File: config.mk
export PLATFORM = sky130hd
export DESIGN_NAME = npc_sequencer
export DESIGN_NICKNAME = d
export VERILOG_FILES = /design/src/rtl/npc_pkg.sv /design/src/rtl/npc_decode.sv /design/src/rtl/npc_cond_eval.sv /design/src/rtl/npc_target.sv /design/src/rtl/npc_ctrl_fsm.sv /design/src/rtl/npc_sequencer.sv
export SDC_FILE = /design/constraint.sdc
export NUM_CORES = 1
export LEC_CHECK = 0
export BUFFER_PORTS_ARGS = -buffer_cell sky130_fd_sc_hd__buf_4
export CORE_UTILIZATION = 45
export DETAILED_ROUTE_END_ITERATION = 16
export GPL_ROUTABILITY_DRIVEN = 0
export GPL_TIMING_DRIVEN = 0
export PLACE_DENSITY = 0.8
export REMOVE_ABC_BUFFERS = 1
export SYNTH_ARGS = -nofsm -noshare
export SYNTH_HDL_FRONTEND = slang
export SYNTH_HIERARCHICAL = 1
export SYNTH_SLANG_ARGS = --single-unit
File: constraint.sdc
create_clock -name clk -period 3.3 [get_ports clk]
set_input_delay 0.165 -clock clk [delete_from_list [all_inputs] [get_ports clk]]
set_output_delay 0.165 -clock clk [all_outputs]
set_load 0.05 [all_outputs]
File: src/rtl/npc_pkg.sv
package npc_pkg;

    localparam int TRAP_BIT  = 62;
    localparam int AUX_BIT   = 61;
    localparam int FMT_HI    = 60;
    localparam int FMT_LO    = 58;
    localparam int SRC_HI    = 57;
    localparam int SRC_LO    = 56;
    localparam int CH_HI     = 50;
    localparam int CH_LO     = 48;
    localparam int JC_HI     = 36;
    localparam int JC_LO     = 34;
    localparam int CDISP_X16 = 3;

    localparam logic [2:0] CH_RETURN = 3'b100;

    typedef enum logic [1:0] {
        SRC_IMM  = 2'b00,
        SRC_DISP = 2'b01,
        SRC_RET  = 2'b10,
        SRC_INC  = 2'b11
    } npc_src_e;

    typedef enum logic [2:0] {
        JC_ALWAYS  = 3'd0,
        JC_JINDIR  = 3'd1,
        JC_ZERO    = 3'd2,
        JC_NONZERO = 3'd3,
        JC_LT      = 3'd4,
        JC_GE      = 3'd5,
        JC_GT      = 3'd6,
        JC_LE      = 3'd7
    } jcond_e;

    typedef enum logic [2:0] {
        TK_INC      = 3'd0,
        TK_FULL     = 3'd1,
        TK_PAGE     = 3'd2,
        TK_LOWCALL  = 3'd3,
        TK_DISPATCH = 3'd4,
        TK_RETURN   = 3'd5
    } tgt_kind_e;

    typedef enum logic {
        SQ_RUN  = 1'b0,
        SQ_TRAP = 1'b1
    } seq_state_e;

endpackage

File: src/rtl/npc_decode.sv
module npc_decode
    import npc_pkg::*;
#(
    parameter int IR_W = 64
) (
    input  logic [IR_W-1:0] instr,
    input  logic            cond_q,
    output tgt_kind_e       kind,
    output logic            x16,
    output logic            illegal
);

    logic [2:0] fmt;
    logic [2:0] chop;
    npc_src_e   src;
    logic       short_fmt;
    logic       long_fmt;
    logic       callish;
    logic       is_ret;
    logic       take_ok;

    assign fmt       = instr[FMT_HI:FMT_LO];
    assign chop      = instr[CH_HI:CH_LO];
    assign src       = npc_src_e'(instr[SRC_HI:SRC_LO]);
    assign short_fmt = (fmt[1:0] == 2'b00);
    assign long_fmt  = (fmt == 3'b010);
    assign callish   = chop[1];
    assign is_ret    = (chop == CH_RETURN);
    assign take_ok   = instr[AUX_BIT] | cond_q;

    always_comb begin
        kind    = TK_INC;
        x16     = 1'b0;
        illegal = 1'b0;
        unique case (src)
            SRC_IMM: begin
                if (short_fmt && !callish) begin
                    if (is_ret)       illegal = 1'b1;
                    else if (take_ok) kind = TK_PAGE;
                end else if (short_fmt) begin
                    kind = TK_LOWCALL;
                end else if (long_fmt && !callish) begin
                    if (is_ret)       illegal = 1'b1;
                    else if (take_ok) kind = TK_FULL;
                end else begin
                    kind = TK_FULL;
                end
            end
            SRC_DISP: begin
                kind = TK_DISPATCH;
                x16  = (short_fmt && callish) ? instr[CDISP_X16] : instr[AUX_BIT];
            end
            SRC_RET: begin
                if (is_ret) kind = TK_RETURN;
                else        illegal = 1'b1;
            end
            SRC_INC: kind = TK_INC;
        endcase
    end

endmodule

File: src/rtl/npc_cond_eval.sv
module npc_cond_eval
    import npc_pkg::*;
(
    input  logic [2:0] code,
    input  logic       flag_z,
    input  logic       flag_n,
    input  logic       flag_v,
    input  logic       jindir,
    output logic       pass
);

    logic lt;
    assign lt = flag_v ^ flag_n;

    always_comb begin
        unique case (jcond_e'(code))
            JC_ALWAYS:  pass = 1'b1;
            JC_JINDIR:  pass = jindir;
            JC_ZERO:    pass = flag_z;
            JC_NONZERO: pass = ~flag_z;
            JC_LT:      pass = lt;
            JC_GE:      pass = ~lt;
            JC_GT:      pass = ~(lt | flag_z);
            JC_LE:      pass = lt | flag_z;
        endcase
    end

endmodule

File: src/rtl/npc_target.sv
module npc_target
    import npc_pkg::*;
#(
    parameter int PC_W    = 24,
    parameter int PAGE_W  = 12,
    parameter int ALIGN_W = 4
) (
    input  logic [PC_W-1:0] pc,
    input  tgt_kind_e       kind,
    input  logic            x16,
    input  logic [PC_W-1:0] imm,
    input  logic [PC_W-1:0] alu_addr,
    input  logic [PC_W-1:0] ret_addr,
    output logic [PC_W-1:0] next_pc
);

    localparam logic [PC_W-1:0] LOW_ONES   = PC_W'((1 << ALIGN_W) - 1);
    localparam logic [PC_W-1:0] ALIGN_MASK = ~LOW_ONES;

    logic [PC_W-1:0] pc_inc;
    logic [PC_W-1:0] low_call;

    assign pc_inc = pc + PC_W'(1);

    always_comb begin
        low_call = '0;
        low_call[PAGE_W-1:ALIGN_W] = imm[PAGE_W-1:ALIGN_W];
    end

    always_comb begin
        case (kind)
            TK_PAGE:     next_pc = {pc_inc[PC_W-1:PAGE_W], imm[PAGE_W-1:0]};
            TK_LOWCALL:  next_pc = low_call;
            TK_FULL:     next_pc = imm;
            TK_DISPATCH: next_pc = x16 ? (alu_addr & ALIGN_MASK) : alu_addr;
            TK_RETURN:   next_pc = ret_addr;
            default:     next_pc = pc_inc;
        endcase
    end

endmodule

File: src/rtl/npc_ctrl_fsm.sv
module npc_ctrl_fsm
    import npc_pkg::*;
(
    input  logic clk,
    input  logic rst,
    input  logic advance,
    input  logic trap_bit,
    output logic trap_req,
    output logic commit
);

    seq_state_e state_q;
    seq_state_e state_d;

    always_ff @(posedge clk) begin
        if (rst) state_q <= SQ_RUN;
        else     state_q <= state_d;
    end

    always_comb begin
        state_d  = state_q;
        trap_req = 1'b0;
        commit   = 1'b0;
        unique case (state_q)
            SQ_RUN: begin
                if (advance && trap_bit) state_d = SQ_TRAP;
                commit = advance && !trap_bit;
            end
            SQ_TRAP: begin
                trap_req = 1'b1;
                state_d  = SQ_RUN;
            end
        endcase
    end

endmodule

File: src/rtl/npc_sequencer.sv
module npc_sequencer
    import npc_pkg::*;
#(
    parameter int PC_W    = 24,
    parameter int IR_W    = 64,
    parameter int PAGE_W  = 12,
    parameter int ALIGN_W = 4
) (
    input  logic            clk,
    input  logic            rst,
    input  logic            advance,
    input  logic [IR_W-1:0] instr,
    input  logic [PC_W-1:0] alu_addr,
    input  logic [PC_W-1:0] ret_addr,
    input  logic            flag_z,
    input  logic            flag_n,
    input  logic            flag_v,
    input  logic            jindir,
    output logic [PC_W-1:0] pc,
    output logic            cond_flag,
    output logic            trap_req,
    output logic            illegal
);

    logic [PC_W-1:0] pc_q;
    logic [PC_W-1:0] next_pc;
    logic            cond_q;
    logic            cond_now;
    logic            commit;
    logic            x16;
    tgt_kind_e       kind;

    npc_decode #(.IR_W(IR_W)) u_dec (
        .instr   (instr),
        .cond_q  (cond_q),
        .kind    (kind),
        .x16     (x16),
        .illegal (illegal)
    );

    npc_cond_eval u_cond (
        .code   (instr[JC_HI:JC_LO]),
        .flag_z (flag_z),
        .flag_n (flag_n),
        .flag_v (flag_v),
        .jindir (jindir),
        .pass   (cond_now)
    );

    npc_target #(.PC_W(PC_W), .PAGE_W(PAGE_W), .ALIGN_W(ALIGN_W)) u_tgt (
        .pc       (pc_q),
        .kind     (kind),
        .x16      (x16),
        .imm      (instr[PC_W-1:0]),
        .alu_addr (alu_addr),
        .ret_addr (ret_addr),
        .next_pc  (next_pc)
    );

    npc_ctrl_fsm u_fsm (
        .clk      (clk),
        .rst      (rst),
        .advance  (advance),
        .trap_bit (instr[TRAP_BIT]),
        .trap_req (trap_req),
        .commit   (commit)
    );

    always_ff @(posedge clk) begin
        if (rst) begin
            pc_q   <= '0;
            cond_q <= 1'b0;
        end else if (commit) begin
            pc_q   <= next_pc;
            cond_q <= cond_now;
        end
    end

    assign pc        = pc_q;
    assign cond_flag = cond_q;

endmodule

==> results.json <==
{
  "cp.required_ns": 3.51,
  "h-tree-depth": 1,
  "portBuffers": 118,
  "synthCells": 324,
  "fin_crit_sh_pct": 90.3,
  "period_needed_ns": 2.98,
  "dpl_cell_area_mm2": 0.00346,
  "layout.cells.non_filler": 501,
  "wire_per_inst_um": 15.2,
  "fillers": 474,
  "holdCritPathClass": "in2reg",
  "nNetsFinal": 552,
  "fmax_ghz": 0.335,
  "hold_viol": 0,
  "ys_types": 55,
  "cpMaxStageDelayCell": "nor2b_1",
  "crit_path_max_fanout": 11,
  "worstPathCellList": "or2_4 -> a2111oi_4 -> o41ai_2 -> buf_4 -> buf_4 -> nor2b_1 -> a22oi_1 -> or2_2 -> nand3_1 -> mux2i_1 -> nor2_1",
  "drv_cap": 0,
  "clock-skew-final_ns": 0.00699,
  "cts_setup_buffers": 0,
  "drive_gt1_share_pct": 35.7,
  "num_antenna_cells": 0,
  "synth_edf_count": 0,
  "dp_cells": 496,
  "synthesis.area_mm2": 0.00254,
  "p_leak_nw": 1.46,
  "design_area_mm2": 0.00354,
  "p_sw_share_pct": 34.6,
  "synth-async-reset-ratio_pct": 0,
  "critical_path_buf_inv_count": 2,
  "ff_latch_area_um2": 520,
  "whs_ns": 0.183,
  "die_w_um": 77.1,
  "clock_tree.root_cell": "clkbuf_8",
  "cts_tree": "yes",
  "ctsResizeCount": 0,
  "rows": 26,
  "drt_pass1_iterations": 5,
  "grt_antenna_before_repair": 0,
  "report.final.slew_viol_count": 0,
  "p_total_uw": 965,
  "drtIter0Drc": 188,
  "io-pin-count": 146,
  "cts_max_path_buffers": 2,
  "clkSinkCount": 26,
  "clkPwrFrac_pct": 21.7,
  "clk_pin_slew_ns": 0.09,
  "multi_input_area_mm2": 0.00187,
  "grt_pass1_wl_um": 12400,
  "numCtsBuffers": 3,
  "grt_setup_unrepaired": "false",
  "setup_violations": 0,
  "intPower_uw": 631,
  "max_slew_margin_pct": 33.8,
  "core_mm2": 0.00527,
  "crit_top_cell": "buf_4",
  "clk_latency_ns": 0.27,
  "cpLargestDelayFamily": "simple AND/OR/NAND/NOR gates",
  "ir_drop_uv": 305,
  "ys_seq_elements": 26,
  "synth_warnings": 6,
  "vias": 2920,
  "grt_max_degree": 39,
  "synth-seq-area-share_pct": 20.5,
  "cts_hold_buf": 0,
  "critical_path_class": "reg2reg",
  "share_seq_of_total_power_pct": 36.8,
  "max_stage_delay_ns": 0.58,
  "powerDensity_mw_per_mm2": 272,
  "hpwlAfterDp_um": 5730,
  "initial_core_util_pct": 48.2,
  "wirelength_um": 7620,
  "ys.flop_type": "dfxtp_1",
  "status": "finished, final reports clean",
  "avgSynthCellArea_um2": 7.84,
  "crit_path_start_kind": "flip-flop",
  "grt_pass1_vias": 2759,
  "end_kind": "flip-flop",
  "grt_usage_pct": 24.8,
  "vias_per_cell": 5.83,
  "grt_overflow_total": 0,
  "p_comb_share_pct": 41.5,
  "tightest_slew_ns": 0.988,
  "die_height_um": 77.1,
  "post-route-drc-count": 0,
  "area.growth.synth_to_final_pct": 39.6,
  "die_area_mm2": 0.00595,
  "detail-route-antenna-nets": 0,
  "crit_arrival_ns": 3.19,
  "p_switching_uw": 333
}
-- final cells by class --
| type | count | area share (%) |
|---|---|---|
| well taps | 70 | 2.47 |
| multi-input cells | 267 | 52.8 |
| clock buffers | 4 | 1.55 |
| flip-flops and latches | 26 | 14.7 |
| inverters | 9 | 0.953 |
| repair buffers | 125 | 27.6 |
-- worst paths after layout --
path | start | cells past startpoint | to | slack, ns
max reg2reg | cond_flag$_SDFFE_PP0P_ | 11 | pc[22]$_SDFFE_PP0P_ | 0.32
min reg2reg | cond_flag$_SDFFE_PP0P_ | 2 | cond_flag$_SDFFE_PP0P_ | 0.54
min | advance | 2 | u_fsm/state_q$_SDFF_PP0_ | 0.18
max | cond_flag$_SDFFE_PP0P_ | 11 | pc[22]$_SDFFE_PP0P_ | 0.32
-- per-layer routing --
layer | part of all wire [%] | vias to the layer above | track usage, %
met4 | 0.54 | 0 | 5.09
met5 | 0 | - | 0
met2 | 50 | 104 | 43.1
met1 | 44 | 1360 | 32.3
met3 | 5.7 | 4 | 3.69
li1 | - | 1452 | -
-- logic make-up (layout without fill, tap and decap cells) --
| kind of cell | after synthesis | count (layout) | share of synthesized area (%) |
|---|---|---|---|
| AO/OA/AOI/OAI | 76 | 76 | 22.0 |
| adder cells (fa/ha/maj) | 3 | 3 | 1.28 |
| AND/OR/NAND/NOR | 135 | 135 | 29.0 |
| XOR/XNOR | 15 | 15 | 5.18 |
| multiplexers | 38 | 38 | 15.5 |
| flip-flops | 26 | 26 | 20.5 |
| buffers and inverters | 31 | 138 | 6.46 |
-- registers in the layout (all words and copies together), names as in the netlist --
signal / count
pc: 24
cond_flag: 1
u_fsm/state_q: 1
-- synthesized netlist by cell type (5+ instances only) --
library cell  count  area share [%]
dfxtp_1          26              21
o22ai_1           7             1.7
o211ai_1          5             1.5
nor2_1           39             5.8
inv_1             8             1.2
xnor2_1           9             3.1
a221oi_1         10             3.4
a22oi_1          11             3.3
a21o_1            5             1.5
mux2_2           11             4.9
or4_1            10             3.0
nor2b_1           6             1.5
nand3_1          20             3.9
o21ai_0          18             3.5
nand2_1          21             3.1
xor2_1            6             2.1
clkbuf_1          9             1.3
buf_2             5            0.99
mux2i_1          27              11
-- power groups by stage --
stage               Combinational, mW  Sequential, mW  Clock (mW)
floorplan                       0.179           0.411           0
detailed placement              0.394           0.362           0
finish                          0.400           0.356       0.209
global route                    0.434           0.360       0.228
CTS                             0.395           0.355       0.215
global placement                0.384           0.361           0
-- metrics by stage --
| step | setup WS (ns) | utilization, % | setup TNS (ns) |
|---|---|---|---|
| 2_1_floorplan | -2.19 | - | -42.92 |
| 3_3_place_gp | -4.11 | 64.2 | -85.24 |
| 3_5_place_dp | -0.211 | 65.7 | -1.51 |
| 4_1_cts | 0.111 | 66.7 | 0 |
| 5_1_grt | 0.0850 | 67.2 | 0 |
| 6_report | 0.319 | 67.2 | 0 |
-- worst reg2reg max path, stage by stage, from the launching register on --
cell	delay [ns]
dfxtp_1	0.34
or2_4	0.27
a2111oi_4	0.37
o41ai_2	0.22
buf_4	0.22
buf_4	0.17
nor2b_1	0.58
a22oi_1	0.21
or2_2	0.31
nand3_1	0.07
mux2i_1	0.07
nor2_1	0.11
-- placed cells by master (no fill, tap or decap), drive strengths merged, types with 5 or more instances in the layout --
| master | netlist | final |
|---|---|---|
| a21o | 5 | 5 |
| a221oi | 10 | 10 |
| a22oi | 11 | 11 |
| buf | 12 | 125 |
| dfxtp | 26 | 26 |
| inv | 8 | 8 |
| mux2 | 11 | 11 |
| mux2i | 27 | 27 |
| nand2 | 21 | 21 |
| nand3 | 20 | 20 |
| nor2 | 39 | 39 |
| nor2b | 6 | 6 |
| nor3b | 5 | 5 |
| o211ai | 5 | 5 |
| o21ai | 18 | 18 |
| o22ai | 7 | 7 |
| or4 | 10 | 10 |
| xnor2 | 9 | 9 |
| xor2 | 6 | 6 |
No activity file was read; power rests on OpenSTA's default activity.
